$ cat config.mk
export PLATFORM = sky130hd
export DESIGN_NAME = act_window_guard
export DESIGN_NICKNAME = d
export VERILOG_FILES = /design/src/rtl/act_window_guard.sv
export SDC_FILE = /design/constraint.sdc
export NUM_CORES = 1
export LEC_CHECK = 0
export ABC_CLOCK_PERIOD_IN_PS = 5000
export BUFFER_PORTS_ARGS = -buffer_cell sky130_fd_sc_hd__buf_4
export CORE_ASPECT_RATIO = 0.75
export CORE_UTILIZATION = 45
export CTS_BUF_LIST = sky130_fd_sc_hd__clkbuf_4 sky130_fd_sc_hd__clkbuf_8
export DETAILED_ROUTE_END_ITERATION = 6
export PLACE_DENSITY = 0.65
export SETUP_SLACK_MARGIN = 0.3
export SLEW_MARGIN = 40
export SYNTH_ARGS = -nofsm -noshare
export SYNTH_HDL_FRONTEND = slang
export SYNTH_SLANG_ARGS = --single-unit
$ cat constraint.sdc
create_clock -name clk -period 5 [get_ports clk]
set_clock_uncertainty 0.15 [all_clocks]
set_input_delay 0.5 -clock clk [delete_from_list [all_inputs] [get_ports clk]]
set_output_delay 0.5 -clock clk [all_outputs]
set_load 0.1 [all_outputs]
$ cat src/rtl/act_window_guard.sv
module act_window_guard #(
  parameter int TW        = 16,
  parameter int NACT      = 4,
  parameter int WIN       = 40,
  parameter int T_CL      = 3,
  parameter int T_RCD     = 4,
  parameter int T_RP      = 5,
  parameter bit OPEN_PAGE = 1'b1
) (
  input  logic          clk,
  input  logic          rst_n,
  input  logic          rec_vld,
  input  logic [TW-1:0] bank_free,
  output logic [TW-1:0] act_time,
  output logic          viol,
  output logic          throttle,
  output logic [TW-1:0] floor_time
);

  localparam logic [TW-1:0] WIN_W = TW'(WIN);

  logic [TW-1:0] backoff;
  logic [TW-1:0] new_t;
  logic [TW-1:0] hist   [NACT];
  logic [TW-1:0] hist_n [NACT];
  logic [TW-1:0] old_pre, old_post, cand, raised;
  logic          pre_hit, post_hit;

  generate
    if (OPEN_PAGE) begin : g_open
      assign backoff = TW'(T_CL + T_RCD);
    end else begin : g_closed
      assign backoff = TW'(2 * T_RP + T_CL + T_RCD);
    end
  endgenerate

  assign new_t = bank_free - backoff;

  always_comb begin
    hist_n[0] = new_t;
    for (int i = 1; i < NACT; i++) hist_n[i] = hist[i-1];
  end

  assign old_pre  = hist[NACT-1];
  assign old_post = hist_n[NACT-1];
  assign pre_hit  = (old_pre  != '0) && ((new_t - old_pre)  < WIN_W);
  assign post_hit = (old_post != '0) && ((new_t - old_post) < WIN_W);
  assign cand     = old_post + WIN_W;
  assign raised   = (cand > floor_time) ? cand : floor_time;

  always_ff @(posedge clk) begin
    if (!rst_n) begin
      for (int i = 0; i < NACT; i++) hist[i] <= '0;
      act_time   <= '0;
      viol       <= 1'b0;
      throttle   <= 1'b0;
      floor_time <= '0;
    end else if (rec_vld) begin
      for (int i = 0; i < NACT; i++) hist[i] <= hist_n[i];
      act_time <= new_t;
      viol     <= pre_hit;
      throttle <= post_hit;
      if (post_hit) floor_time <= raised;
    end else begin
      viol     <= 1'b0;
      throttle <= 1'b0;
    end
  end

endmodule


==> metrics.cfg <==
[run_status]
status=complete, no violations

[yosys]
synth.largest_area_cell=edfxtp_1
syn_avg_cell_area_um2=9.97
synth_compound_area_share_pct=13.7
synth_top_family_by_area=simple AND/OR/NAND/NOR gates
synth_fa_ha_area_share_pct=9.84
ys_seq_area_share_pct=44.5
synth_cell_types=56
synth_xor_area_share_pct=5.15
yosys_register_bits=98
synthTopCellsByArea=edfxtp_1, dfxtp_1, ha_1, and3_1, nand2_1
synthCells=587
synthArstFlopShare_pct=0
yosys_warnings=0
synth_edf_count=64
synth_simple_gate_area_share_pct=19.2
muxShareOfSynthArea_pct=2.93
syn_area_um2=5850
syn-num-nets=652
synth_top_flop_cell=edfxtp_1
synth_top_area_share_pct=32.8

[grt]
grt.overflow.total=0
grt_pass1_vias=4370
grt_usage_pct=21.9
antenna_found_initial=0
grt_pass1_wl_um=22700
grt_max_degree=71

[cts]
cts-hold-fix-buffers=0
htree_num_levels=3
numCtsBuffers=9
cts-resized-gates=0
post_cts_buffers=0
clock-root-buffer=clkbuf_8
clock_latency_ps=370
cts_tree=built
clk_path_buf_depth=2
clk_pin_slew_ps=110
cts_sinks=98

[routing]
viasPerCell=5.72
wl_per_cell_um=17.3
vias=4628
firstDrtPassIters=5
drt-total-wl_um=14000
ant_nets=0
drt_iter0_markers=391
drc=0

[layout]
fill_cells=1126
final_util_pct=53.3
final_common_cell=edfxtp_1
drive_above_1_share_pct=14.2
fin_nets=703
num_antenna_cells=0
area.growth.synth_to_final_pct=13.6
layout_common_cells=edfxtp_1, buf_4, nand2_1, inv_1, ha_1

[sta]
finalSetupViolations=0
period_needed_ps=4400
fin_tns_setup_ps=0
max_freq_mhz=227
finalCritPeriodShare_pct=87.9
grt_setup_unrepaired=false
tightest_slew_ps=805
slew-limit-headroom_pct=46.3
hold_viol=0
drv_slew=0
hold_slack_ps=318

[critical_path]
cpPeakStageDelay_ps=550
start_kind=input port
cp_max_fo=16
crit_chain=buf_4 > nor4_1 > nand3_2 > nor4_1 > xor2_1 > ha_1 > a211oi_1 > o21bai_1 > a2111o_1 > a21oi_1 > a2bb2oi_2 > nor4_4 > buf_4 > mux2i_1
cp-end-kind=flop
required_ps=5140
worstRegToRegCells=12
crit_slowest_cell=nor4_1
crit_arrival_ps=4540
crit_type=in -> reg
r2r_setup_slack_ps=1330

[placed_design]
io_buffers=52
dpl.hpwl_um=10600
finalWeightedCongestion=0.912

[power]
p_per_area_nw_per_um2=296
p_leak_uw=0.00288
max-vdd-ir-drop_v=0.000259

[floorplan]
die_w_um=134
initial_utilization_pct=46.9
die_y_um=101
std_cell_rows=35
die_area_um2=13500
core-area_um2=12500
ios=53

[run]
max_cap_violations=0

[hold_path]
hold_path_depth=1
hold_path_class=reg -> reg

## Yosys cell counts (all sizes together), types with 6 or more instances
cell type,instances
a211oi,9
a21o,27
a21oi,23
and3,36
clkbuf,19
dfxtp,34
edfxtp,64
ha,46
inv,51
mux2i,16
nand2,56
nand3,11
nand4,12
nor2,34
nor2b,13
nor3,9
nor4,13
o2111ai,6
o21ai,10
or3,8
xnor2,16
xor2,13
## critical path, delay by kind of cell
family                   cells  cell delay, ps
multiplexers                 1             260
XOR/XNOR                     1             440
adder cells (fa/ha/maj)      1             430
buffers and inverters        2             450
AND/OR/NAND/NOR              4            1350
AO/OA/AOI/OAI                5            1100
## flip-flops by register name, summed over array words and instances (netlist names)
name	cells
viol	1
act_time	16
hist	64
throttle	1
floor_time	16
## metrics by stage
step | cell area, µm² | power (µW) | worst slack, ps | instances
floorplan | 5850 | 1280 | 844 | 587
global placement | 6430 | 1400 | 532 | 793
detailed placement | 6430 | 1410 | 340 | 793
CTS | 6650 | 1970 | 733 | 809
global route | 6650 | 2050 | 397 | 809
finish | 6650 | 1960 | 603 | 809
## where the power goes
group	leakage (µW)	internal, µW	total [µW]	switching, µW
Combinational	0.00179	170	467	297
Clock	0.000107	246	561	315
Sequential	0.000981	910	937	27.1
## kinds of logic (layout without fill, tap and decap cells)
group,Yosys count,in the layout
xor gates and xnor gates,31,31
and+or+nand+nor,212,212
adders and majority gates,46,46
DFF,98,98
buffers and inverters,71,127
AOI/OAI and AO/OA,112,112
muxes,17,17
## path summary, 6_finish.rpt
path / from / endpoint
setup / recovery: bank_free[4] / floor_time[1]$_SDFFE_PN0P_
hold / removal: act_time[9]$_SDFFE_PN0P_ / act_time[9]$_SDFFE_PN0P_
setup reg to reg: hist[2][6]$_SDFFCE_PN0P_ / floor_time[1]$_SDFFE_PN0P_
hold reg to reg: act_time[9]$_SDFFE_PN0P_ / act_time[9]$_SDFFE_PN0P_
## final cells by class
cell class                 count  area, µm²  area share (%)
tap                          166        208            3.12
inverter                      51        191            2.88
multi-input combinational    418       2980            44.8
clock inverter                 7       93.8            1.41
timing repair buffer          60        450            6.78
sequential                    98       2600            39.1
clock buffer                   9        124            1.86
## routing by layer
layer	wire, µm	vias to the layer above	share of wire [%]	GRT usage [%]
met5	0	-	0	0
li1	-	2250	-	-
met4	127	0	0.91	4.98
met2	6080	159	43	33.8
met1	6880	2207	49	30.8
met3	920	12	6.6	5.83
Power figures use the tool's default switching activity.
